==> config.mk <==
export PLATFORM = sky130hd
export DESIGN_NAME = i2cTunerIf
export DESIGN_NICKNAME = d
export VERILOG_FILES = /design/src/rtl/tunerIfPkg.sv /design/src/rtl/tunerBusCtrl.sv /design/src/rtl/tunerRegPath.sv /design/src/rtl/i2cTunerIf.sv
export SDC_FILE = /design/constraint.sdc
export NUM_CORES = 1
export LEC_CHECK = 0
export ABC_AREA = 0
export BUFFER_PORTS_ARGS = -buffer_cell sky130_fd_sc_hd__buf_4
export CAP_MARGIN = 10
export CORE_MARGIN = 3
export CORE_UTILIZATION = 40
export CTS_BUF_LIST = sky130_fd_sc_hd__clkbuf_4
export DETAILED_ROUTE_END_ITERATION = 7
export GPL_TIMING_DRIVEN = 0
export PLACE_DENSITY = 0.59
export SLEW_MARGIN = 20
export SYNTH_ARGS = -nofsm -noshare
export SYNTH_HDL_FRONTEND = slang
export SYNTH_SLANG_ARGS = --single-unit
==> constraint.sdc <==
create_clock -name clk -period 2.8 [get_ports clk]
set_input_delay 0.7 -clock clk [delete_from_list [all_inputs] [get_ports clk]]
set_output_delay 0.7 -clock clk [all_outputs]
set_load 0.01 [all_outputs]
==> src/rtl/tunerIfPkg.sv <==
package tunerIfPkg;
  localparam int NUM_DB   = 5;
  localparam int DB_IDX_W = $clog2(NUM_DB + 1);
  localparam int SEQ_R_START = 0;
  localparam int SEQ_R_END   = 3;
  localparam int SEQ_N_START = 3;
  localparam int SEQ_N_END   = NUM_DB;

  typedef enum logic [2:0] {
    ST_IDLE, ST_ADDR, ST_SUB, ST_DATA, ST_SKIP
  } busState_e;

  typedef struct packed {
    logic                load;
    logic [DB_IDX_W-1:0] idx;
    logic [7:0]          data;
    logic                commit;
    logic                discard;
  } regStrobe_t;
endpackage

==> src/rtl/tunerBusCtrl.sv <==
module tunerBusCtrl
  import tunerIfPkg::*;
#(
  parameter logic [6:0] DEV_ADDR    = 7'h62,
  parameter logic [7:0] SUB_RDIV    = 8'h10,
  parameter logic [7:0] SUB_NDIV    = 8'h20,
  parameter int         SYNC_STAGES = 2
) (
  input  logic       clk,
  input  logic       rstN,
  input  logic       scl,
  input  logic       sdaIn,
  input  logic       addrSel,
  output logic       sdaPullLow,
  output regStrobe_t strobe,
  output logic       ignoring
);
  logic [SYNC_STAGES-1:0] sclPipe, sdaPipe;
  logic sclS, sdaS, sclPrev, sdaPrev;
  logic startCond, stopCond, sclRise, sclFall, addrHit;
  busState_e state;
  logic [3:0] bitCnt;
  logic inAck;
  logic [7:0] shiftReg;
  logic [DB_IDX_W-1:0] ptr, endPtr;

  always_ff @(posedge clk or negedge rstN) begin
    if (!rstN) begin
      sclPipe <= '1;
      sdaPipe <= '1;
      sclPrev <= 1'b1;
      sdaPrev <= 1'b1;
    end else begin
      sclPipe <= {sclPipe[SYNC_STAGES-2:0], scl};
      sdaPipe <= {sdaPipe[SYNC_STAGES-2:0], sdaIn};
      sclPrev <= sclS;
      sdaPrev <= sdaS;
    end
  end

  assign sclS      = sclPipe[SYNC_STAGES-1];
  assign sdaS      = sdaPipe[SYNC_STAGES-1];
  assign startCond = sclS && sclPrev && sdaPrev && !sdaS;
  assign stopCond  = sclS && sclPrev && !sdaPrev && sdaS;
  assign sclRise   = sclS && !sclPrev;
  assign sclFall   = !sclS && sclPrev;
  assign addrHit   = (shiftReg[7:3] == DEV_ADDR[6:2]) && (shiftReg[2] == addrSel)
                     && (shiftReg[1] == DEV_ADDR[0]) && !shiftReg[0];
  assign ignoring  = (state == ST_SKIP);

  always_ff @(posedge clk or negedge rstN) begin
    if (!rstN) begin
      state      <= ST_IDLE;
      bitCnt     <= '0;
      inAck      <= 1'b0;
      shiftReg   <= '0;
      ptr        <= '0;
      endPtr     <= '0;
      sdaPullLow <= 1'b0;
      strobe     <= '0;
    end else begin
      strobe <= '0;
      if (startCond) begin
        state          <= ST_ADDR;
        bitCnt         <= '0;
        inAck          <= 1'b0;
        sdaPullLow     <= 1'b0;
        strobe.discard <= 1'b1;
      end else if (stopCond) begin
        if (state != ST_IDLE) strobe.commit <= 1'b1;
        state      <= ST_IDLE;
        inAck      <= 1'b0;
        sdaPullLow <= 1'b0;
      end else if (state != ST_IDLE) begin
        if (sclRise && !inAck && bitCnt != 4'd8) begin
          shiftReg <= {shiftReg[6:0], sdaS};
          bitCnt   <= bitCnt + 4'd1;
        end else if (sclFall && inAck) begin
          inAck      <= 1'b0;
          sdaPullLow <= 1'b0;
          bitCnt     <= '0;
        end else if (sclFall && bitCnt == 4'd8) begin
          inAck <= 1'b1;
          case (state)
            ST_ADDR: begin
              if (addrHit) begin
                sdaPullLow <= 1'b1;
                state      <= ST_SUB;
              end else begin
                state <= ST_SKIP;
              end
            end
            ST_SUB: begin
              if (shiftReg == SUB_RDIV) begin
                ptr        <= DB_IDX_W'(SEQ_R_START);
                endPtr     <= DB_IDX_W'(SEQ_R_END);
                sdaPullLow <= 1'b1;
                state      <= ST_DATA;
              end else if (shiftReg == SUB_NDIV) begin
                ptr        <= DB_IDX_W'(SEQ_N_START);
                endPtr     <= DB_IDX_W'(SEQ_N_END);
                sdaPullLow <= 1'b1;
                state      <= ST_DATA;
              end else begin
                state <= ST_SKIP;
              end
            end
            ST_DATA: begin
              if (ptr != endPtr) begin
                strobe.load <= 1'b1;
                strobe.idx  <= ptr;
                strobe.data <= shiftReg;
                ptr         <= ptr + 1'b1;
                sdaPullLow  <= 1'b1;
              end
            end
            default: ;
          endcase
        end
      end
    end
  end
endmodule

==> src/rtl/tunerRegPath.sv <==
module tunerRegPath
  import tunerIfPkg::*;
(
  input  logic                        clk,
  input  logic                        rstN,
  input  regStrobe_t                  strobe,
  output logic [NUM_DB-1:0][7:0]      dbOut
);
  for (genvar g = 0; g < NUM_DB; g++) begin : g_byte
    logic [7:0] shadow;
    logic       pending;
    always_ff @(posedge clk or negedge rstN) begin
      if (!rstN) begin
        shadow   <= '0;
        pending  <= 1'b0;
        dbOut[g] <= '0;
      end else if (strobe.discard) begin
        pending <= 1'b0;
      end else if (strobe.commit) begin
        if (pending) dbOut[g] <= shadow;
        pending <= 1'b0;
      end else if (strobe.load && strobe.idx == DB_IDX_W'(g)) begin
        shadow  <= strobe.data;
        pending <= 1'b1;
      end
    end
  end
endmodule

==> src/rtl/i2cTunerIf.sv <==
module i2cTunerIf
  import tunerIfPkg::*;
#(
  parameter logic [6:0] DEV_ADDR = 7'h62,
  parameter logic [7:0] SUB_RDIV = 8'h10,
  parameter logic [7:0] SUB_NDIV = 8'h20
) (
  input  logic        clk,
  input  logic        rstN,
  input  logic        scl,
  input  logic        sdaIn,
  input  logic        addrSel,
  output logic        sdaPullLow,
  output logic [7:0]  statusByte,
  output logic [15:0] rDivider,
  output logic [15:0] nDivider
);
  regStrobe_t strobe;
  logic ignoring;
  logic [NUM_DB-1:0][7:0] dbOut;

  tunerBusCtrl #(
    .DEV_ADDR(DEV_ADDR), .SUB_RDIV(SUB_RDIV), .SUB_NDIV(SUB_NDIV), .SYNC_STAGES(2)
  ) u_ctrl (
    .clk(clk), .rstN(rstN), .scl(scl), .sdaIn(sdaIn), .addrSel(addrSel),
    .sdaPullLow(sdaPullLow), .strobe(strobe), .ignoring(ignoring)
  );

  tunerRegPath u_path (
    .clk(clk), .rstN(rstN), .strobe(strobe), .dbOut(dbOut)
  );

  assign statusByte = dbOut[0];
  assign rDivider   = {dbOut[1], dbOut[2]};
  assign nDivider   = {dbOut[3], dbOut[4]};
endmodule

==> results of run 1 <==
report_power, final:
part	internal, mW	switching (mW)	leakage (nW)	total [mW]
Combinational	0.0707	0.107	1.16	0.178
Clock	0.643	0.681	0.159	1.32
Sequential	1.89	0.0505	1.76	1.94
how the worst min path moves through the flow:
stage / start / to / slack (ns) / cells past startpoint
global route: rstN / u_path.g_byte[0].shadow[6] / 0.11 / 1
floorplan: u_ctrl.sclPipe[0] / u_ctrl.sclPipe[1] / 0.35 / 0
global placement: u_ctrl.sdaPipe[0] / u_ctrl.sdaPipe[1] / 0.35 / 0
finish: rstN / u_path.g_byte[0].shadow[6] / 0.14 / 1
CTS: rstN / u_path.dbOut[1] / 0.11 / 1
detailed placement: u_ctrl.sclPipe[0] / u_ctrl.sclPipe[1] / 0.35 / 0
state kept, by name, indices dropped and copies added (netlist names):
signal and cells:
u_ctrl.sdaPrev 1, u_ctrl.bitCnt 4, u_ctrl.inAck 1, u_ctrl.strobe 14, u_ctrl.sdaPullLow 1, u_ctrl.ptr 3
u_ctrl.endPtr 3, u_path.g_byte.shadow 40, u_ctrl.state 3, u_ctrl.sclPrev 1, u_path.g_byte.pending 5, u_ctrl.sclPipe 2
u_ctrl.sdaPipe 2, u_ctrl.shiftReg 8, u_path.dbOut 40
cell usage after synthesis (all sizes together) (2+ instances only):
master,number,area (µm²)
a211oi,2,15.01
xor2,5,43.79
and2,10,62.56
buf,2,16.26
nor4b,2,23.77
nand2b,2,20.02
nand2,19,71.32
or3,3,18.77
and3,5,32.53
dfrtp,122,3053
ha,3,37.54
nor2b,4,25.02
nand3,8,40.04
clkbuf,3,12.51
a31oi,3,18.77
o21ai,4,20.02
mux2,89,1002
nor3,10,61.31
dfstp,6,157.7
a21oi,6,33.78
nor4,4,25.02
nor2,4,15.01
nand4,3,18.77
mux2i,3,30.03
nand3b,3,22.52
inv,12,45.04
o21a,2,15.01
o211ai,2,15.01
final cells by class:
cell class,count,area [µm²],area share
Sequential cell,128,3211,0.5347
Multi-Input combinational cell,215,1837,0.3059
Timing Repair Buffer,46,369.1,0.06147
Tap cell,168,210.2,0.03501
Clock inverter,13,161.4,0.02688
Clock buffer,19,142.6,0.02375
Inverter,12,45.04,0.007502
Buffer,5,28.78,0.004793
layer usage:
metal,track usage,up-vias
met2,0.2303,57
met5,0,-
li1,-,1432
met1,0.1834,1519
met4,0.05648,0
met3,0.04463,12
metrics by stage:
step	setup slack (ns)	hold slack (ns)	area (µm²)	total power, mW	util
after floorplan	1.102	0.3452	5121	2.077	-
after global placement	0.6500	0.3458	5669	2.147	0.4623
after detailed placement	0.7869	0.3469	5700	2.163	0.4649
after CTS	0.7655	0.1097	6005	3.499	0.4897
after global routing	0.5935	0.1111	6005	3.621	0.4897
final	0.7682	0.1352	6005	3.446	0.4897
kinds of logic (layout without fill, tap and decap cells):
kind of cell    count (synthesis)  count (layout)
fa+ha+maj                       3               3
xor+xnor                        6               6
flops                         128             128
mux                            92              92
simple gates                   84              84
compound gates                 30              30
buf+inv                        17              95
worst max-delay path: stages, from the launching register on:
cell and delay, ns:
dfrtp_1 0.43, inv_1 0.07, ha_1 0.18, nand4bb_1 0.17
nor3_1 0.43, and3_2 0.30, mux2_2 0.33
==> impl_metrics.ini, run 1 <==
[synth]
synth_edf_count = 0
syn_area_um2 = 5121
yosysSeqAreaShare = 0.6269
syn_nets = 368
synth-simple-area-share = 0.09797
ys_async_sr_fraction = 1.000
synth_compound_area_frac = 0.04153
ys_types = 54
postSynthCellCount = 360
synth_xor_area_frac = 0.01026
ys_seq_elements = 128
synthMuxAreaShare = 0.2016
synth_top_family_by_area = multiplexers
yosysWarnings = 0
avgSynthCellArea_um2 = 14.23
ys.flop_type = dfrtp_1
synthAdderAreaFrac = 0.007330

[global_route]
gr-total-overflow = 0
antenna_found_initial = 0
grt_max_degree = 71
grt_pass1_vias = 3186
track_usage = 0.1441
grt_pass1_wl_um = 16030

[cts]
cts_root_buffer = clkbuf_4
worstSkewPairLatency_ns = 0.51
cts_buffers = 17
postCtsResizedCells = 0
htreeDepth = 4
clkTransAtPathRegs_ns = 0.11
cts_setup_buffers = 0
clock_path_buffers = 2
cts_tree = done
cts_hold_repair.buffers = 0
tritoncts_num_sinks = 128

[routing]
vias_per_cell = 4.983
met1Wirelength_um = 4235
drtIter0Drc = 201
wl_met3_um = 347
wl_per_cell_um = 15.27
drt_drc_violations_left = 0
dr.pass1.iters = 5
met2_length_um = 4505
routed.top_layer = met4
vias = 3020
wirelength_um = 9251
drtAntennaViolNets = 0

[critical_path]
worst_r2r_startpoint = u_ctrl.bitCnt[0]
start_kind = flop
path_class = flop to flop
startpoint = u_ctrl.bitCnt[0]
cp-end-kind = flop
reg2reg_to = u_ctrl.endPtr[1]
endpoint = u_ctrl.endPtr[1]
worst_ep_arrival_time_ns = 2.44
rrSetupSlack_ns = 0.77
r2r_cells = 6
cp.required_ns = 3.20
path_max_fanout = 4

[placed_design]
place.gp.congestion = 0.8106
hpwl_um = 6451
dpl.cell_count = 574
portBuffers = 45

[sta]
tns_ns = 0
hold_viol = 0
setup-violations-final = 0
fin_crit_ns = 2.032
rsz0062_at_grt = false
slew-limit-headroom = 0.5217
max_freq_mhz = 492.2
tightest_slew_ns = 0.7114
slew_viol_final = 0
skew_ns = 0.01849
finalCritPeriodShare = 0.7257

[flow_run]
maxCapViolations = 0

[die]
rows = 40
io_pins = 46
die_y_um = 119.2
die_width_um = 119.2
coreArea_um2 = 12260
start_util = 0.4177
dieArea_um2 = 14200

[finish]
antennaDiodeCount = 0
fillers = 1122
layout_common_cells = dfrtp_1, mux2_2, buf_4
nets = 433
layout-drive-gt1-share = 0.4132
final_cells = 606
final_common_cell = dfrtp_1
syn_to_final_growth_pct = 17.25

[power]
worst_ir_drop_vdd_mv = 0.3821
cellPowerDensity_nw_per_um2 = 574.0
leakage_nw = 3.081

[status]
outcome = finished, final reports clean

[hold_path]
hp-class = primary input to async pin
Note: power is estimated with default switching activity, not from simulation.
==> run 2: changes to the inputs <==
--- a/config.mk
+++ b/config.mk
@@ -13,7 +13,7 @@
 export CTS_BUF_LIST = sky130_fd_sc_hd__clkbuf_4
 export DETAILED_ROUTE_END_ITERATION = 7
 export GPL_TIMING_DRIVEN = 0
-export PLACE_DENSITY = 0.59
+export PLACE_DENSITY = 0.62
 export SLEW_MARGIN = 20
 export SYNTH_ARGS = -nofsm -noshare
 export SYNTH_HDL_FRONTEND = slang
==> constraint.sdc (replaced) <==
create_clock -name clk -period 1.7 [get_ports clk]
set_input_delay 0.425 -clock clk [delete_from_list [all_inputs] [get_ports clk]]
set_output_delay 0.425 -clock clk [all_outputs]
set_load 0.01 [all_outputs]
==> impl_metrics.ini, run 2 (synthesis results as in run 1) <==
[status]
outcome = finished, violations left
failed_checks = negative setup slack

[routing]
wl_per_cell_um = 15.37
drtIter0Drc = 252
drt_drc_violations_left = 0
dr.pass1.iters = 4
wirelength_um = 9592
vias_per_cell = 5.027
vias = 3137
drtAntennaViolNets = 0

[finish]
layout_common_cells = dfrtp_1, mux2_2, buf_4
final_cells = 624
antennaDiodeCount = 0
nets = 452
finalInstanceArea_um2 = 6285
layout-drive-gt1-share = 0.4693
final_common_cell = dfrtp_1
largestRegisters = u_path.dbOut (40), u_path.g_byte.shadow (40), u_ctrl.strobe (14)
syn_to_final_growth_pct = 22.72

[sta]
setup-violations-final = 11
finalCritPeriodShare = 1.028
skew_ns = 0.01698
tightest_slew_ns = 0.6418
tns_ns = -0.3021
hold_viol = 0
fin_ws_ns = -0.04717
rsz0062_at_grt = true
max_freq_mhz = 572.4
slew_viol_final = 0
slew-limit-headroom = 0.5684
fin_crit_ns = 1.747

[critical_path]
cp.required_ns = 2.16
path_class = flop to flop
cp-end-kind = flop
path_max_fanout = 6
worst_ep_arrival_time_ns = 2.20
start_kind = flop

[cts]
clkTransAtPathRegs_ns = 0.10
worstSkewPairLatency_ns = 0.52
cts_tree = done
cts_buffers = 17
tritoncts_num_sinks = 128
htreeDepth = 4
cts_root_buffer = clkbuf_4
clock_path_buffers = 2

[die]
coreArea_um2 = 12260
dieArea_um2 = 14200
die_width_um = 119.2
rows = 40
start_util = 0.4177
io_pins = 46
die_y_um = 119.2

[power]
worst_ir_drop_vdd_mv = 0.7089
cellPowerDensity_nw_per_um2 = 917.9
leakage_nw = 3.213

[global_route]
grt_pass1_wl_um = 15890
grt_pass1_vias = 3160
gr-total-overflow = 0
grt_max_degree = 84
antenna_found_initial = 0
track_usage = 0.1434

[hold_path]
hp-class = flop to flop

[placed_design]
place.gp.congestion = 0.8254
place_area_um2 = 5700
portBuffers = 45
dp_slack_ns = -0.3183
dpl.cell_count = 574
hpwl_um = 6470

[flow_run]
maxCapViolations = 0
-- run 2: path summary, 6_finish.rpt --
check	cells past startpoint	slack [ns]	startpoint	endpoint
worst max-delay path	5	-0.05	u_ctrl.inAck	u_ctrl.strobe[6]
worst min-delay path	0	0.36	u_ctrl.sclPipe[0]	u_ctrl.sclPipe[1]
worst max register to register	5	-0.05	u_ctrl.inAck	u_ctrl.strobe[6]
worst min register to register	0	0.36	u_ctrl.sclPipe[0]	u_ctrl.sclPipe[1]
min in group asynchronous	2	0.38	rstN	u_path.dbOut[25]
max in group asynchronous	3	0.59	rstN	u_path.g_byte[1].shadow[4]
-- run 2: power breakdown --
part / switching [mW] / internal, mW / total (mW) / leakage, nW
clock network: 1.06 / 1.03 / 2.09 / 0.152
registers: 0.101 / 3.12 / 3.22 / 1.76
logic: 0.221 / 0.237 / 0.458 / 1.30
-- run 2: metal layers --
metal	vias to the layer above	wire [µm]	track usage
li1	1475	-	-
met1	1585	4275	0.1789
met2	61	4741	0.2338
met3	16	420	0.03894
met4	0	154	0.06300
met5	-	0	0
-- run 2: cell type report --
cell class / instances / area, µm²
fillers: 1052 / 5977
flip-flops and latches: 128 / 3212
multi-input cells: 215 / 1966
repair buffers: 66 / 541.8
well taps: 168 / 210.2
clock inverters: 12 / 143.9
clock buffers: 19 / 142.6
inverters: 12 / 45.04
plain buffers: 4 / 23.77
-- run 2: repair_timing --
| item | in CTS | in global routing |
|---|---|---|
| gates resized for setup | 19 | 21 |
| endpoints found under the hold margin | 41 | 0 |
| cloned | 0 | 1 |
| hold buffers | 3 | 0 |
| pin swaps | 7 | 7 |
| buffers inserted | 10 | 6 |
| endpoints found under the setup margin | 61 | 46 |
-- run 2: worst max-delay path: stages (launching register included) --
cell       delay (ns)
dfrtp_1          0.49
nand4bb_4        0.31
or3_4            0.45
nor3_4           0.17
buf_6            0.14
and2_4           0.13
-- run 2: stage by stage --
step | utilization | hold WS, ns | power (mW)
after detailed placement | 0.4649 | 0.3468 | 3.565
after global placement | 0.4623 | 0.3454 | 3.537
after floorplan | - | 0.1294 | 3.420
final | 0.5126 | 0.3601 | 5.769
after CTS | 0.5031 | 0.3492 | 5.750
after global routing | 0.5126 | 0.3657 | 6.053
==> run 3: changes to the inputs <==
--- a/config.mk
+++ b/config.mk
@@ -12,9 +12,11 @@
 export CORE_UTILIZATION = 40
 export CTS_BUF_LIST = sky130_fd_sc_hd__clkbuf_4
 export DETAILED_ROUTE_END_ITERATION = 7
+export GPL_ROUTABILITY_DRIVEN = 0
 export GPL_TIMING_DRIVEN = 0
 export PLACE_DENSITY = 0.62
 export SLEW_MARGIN = 20
 export SYNTH_ARGS = -nofsm -noshare
 export SYNTH_HDL_FRONTEND = slang
+export SYNTH_HIERARCHICAL = 1
 export SYNTH_SLANG_ARGS = --single-unit
==> impl_metrics.ini, run 3 <==
[status]
outcome = finished, violations left
failed_checks = negative setup slack

[critical_path]
crit_chain = inv_2 > ha_4 > and4bb_2 > nand2_4 > or3_4 > mux2_4
critPathSlowestCell = dfrtp_1
start_kind = flop
path_max_fanout = 6
cp.required_ns = 2.11
worst_ep_arrival_time_ns = 2.20
path_class = flop to flop
max_stage_delay_ns = 0.41
cp-end-kind = flop

[synth]
postSynthCellCount = 355
syn_area_um2 = 5122
syn_nets = 363
avgSynthCellArea_um2 = 14.43
yosysWarnings = 6

[finish]
finalInstanceArea_um2 = 6265
largestRegisters = u_path/dbOut (40), u_path/g_byte.shadow (40), u_ctrl/strobe (14)
syn_to_final_growth_pct = 22.30
layout-drive-gt1-share = 0.4945
antennaDiodeCount = 0
nets = 450
final_common_cell = dfrtp_1
layout_common_cells = dfrtp_1, mux2_2, buf_4
final_cells = 623
fillers = 1081

[sta]
slew_viol_final = 0
skew_ns = 0.01370
rsz0062_at_grt = true
fin_crit_ns = 1.792
setup-violations-final = 1
slew-limit-headroom = 0.7055
hold_viol = 0
fin_ws_ns = -0.09174
tightest_slew_ns = 0.4417
max_freq_mhz = 558.1
finalCritPeriodShare = 1.054

[cts]
clkTransAtPathRegs_ns = 0.10
worstSkewPairLatency_ns = 0.52
cts_root_buffer = clkbuf_4
clock_path_buffers = 2
htreeDepth = 4
cts_buffers = 17
cts_tree = done
tritoncts_num_sinks = 128

[die]
die_y_um = 119.2
dieArea_um2 = 14200
rows = 40
die_width_um = 119.2
coreArea_um2 = 12260
start_util = 0.4178
io_pins = 46

[routing]
wirelength_um = 9185
vias_per_cell = 4.846
dr.pass1.iters = 4
drtIter0Drc = 169
drt_drc_violations_left = 0
vias = 3019
wl_per_cell_um = 14.74
drtAntennaViolNets = 0

[power]
leakage_nw = 3.191
cellPowerDensity_nw_per_um2 = 992.5
worst_ir_drop_vdd_mv = 0.4994

[placed_design]
place_area_um2 = 5702
dpl.cell_count = 569
hpwl_um = 6116
portBuffers = 45

[global_route]
gr-total-overflow = 0
grt_max_degree = 81
grt_pass1_wl_um = 15080
track_usage = 0.1382
antenna_found_initial = 0
grt_pass1_vias = 2983

[flow_run]
maxCapViolations = 0

[hold_path]
hp-class = flop to flop
-- run 3: area by class of cell --
class | instances | area (µm²) | share of cell area
multi-input combinational | 218 | 1953 | 0.3118
buffer | 6 | 37.54 | 0.005992
inverter | 3 | 11.26 | 0.001797
tap | 168 | 210.2 | 0.03355
timing repair buffer | 68 | 545.5 | 0.08708
sequential | 128 | 3213 | 0.5129
clock inverter | 15 | 166.4 | 0.02656
clock buffer | 17 | 127.6 | 0.02037
-- run 3: worst paths after layout --
check / cells after the start / slack, ns / from / end
worst max-delay path: 6 / -0.09 / u_ctrl/bitCnt[1] / u_ctrl/endPtr[1]
worst min-delay path: 0 / 0.36 / u_ctrl/sclPipe[0] / u_ctrl/sclPipe[1]
worst max register to register: 6 / -0.09 / u_ctrl/bitCnt[1] / u_ctrl/endPtr[1]
worst min register to register: 0 / 0.36 / u_ctrl/sclPipe[0] / u_ctrl/sclPipe[1]
max in group asynchronous: 3 / 0.56 / rstN / u_ctrl/sdaPrev
min in group asynchronous: 2 / 0.41 / rstN / u_path/dbOut[32]
-- run 3: per-layer routing --
metal / vias up / track usage / share of wire
met1: 1503 / 0.1727 / 0.46
met2: 49 / 0.2190 / 0.49
li1: 1455 / - / -
met4: 0 / 0.06083 / 0.013
met5: - / 0 / 0
met3: 12 / 0.04606 / 0.041
-- run 3: where the power goes --
group	switching (mW)	internal [mW]	leakage (nW)
clock network	1.08	1.01	0.155
logic	0.355	0.388	1.29
registers	0.194	3.19	1.75
-- run 3: metrics by stage --
step / TNS, ns / hold slack (ns) / utilization / power (mW) / setup WS (ns)
finish: -0.09174 / 0.3629 / 0.5109 / 6.218 / -0.09174
global route: -0.2839 / 0.3666 / 0.5109 / 6.572 / -0.1245
CTS: -0.05296 / 0.3643 / 0.4988 / 6.154 / -0.05288
detailed placement: -1.162 / 0.3476 / 0.4650 / 3.928 / -0.1464
global placement: -17.72 / 0.3475 / 0.4624 / 3.899 / -0.1480
floorplan: 0 / 0.1294 / - / 3.729 / 0.01855
-- run 3: what timing repair did --
action	in CTS	in global routing
hold buffers	3	0
buffers inserted	8	11
gates resized for setup	9	23
pin swaps	2	8
endpoints found under the hold margin	45	0
setup endpoints to repair	21	36
-- run 3: worst max-delay path: cells and delay by family, from the launching register on --
| family | cells | cell delay [ns] |
|---|---|---|
| simple gates | 3 | 0.77 |
| fa+ha+maj | 1 | 0.13 |
| buf+inv | 1 | 0.08 |
| flops | 1 | 0.41 |
| mux | 1 | 0.31 |
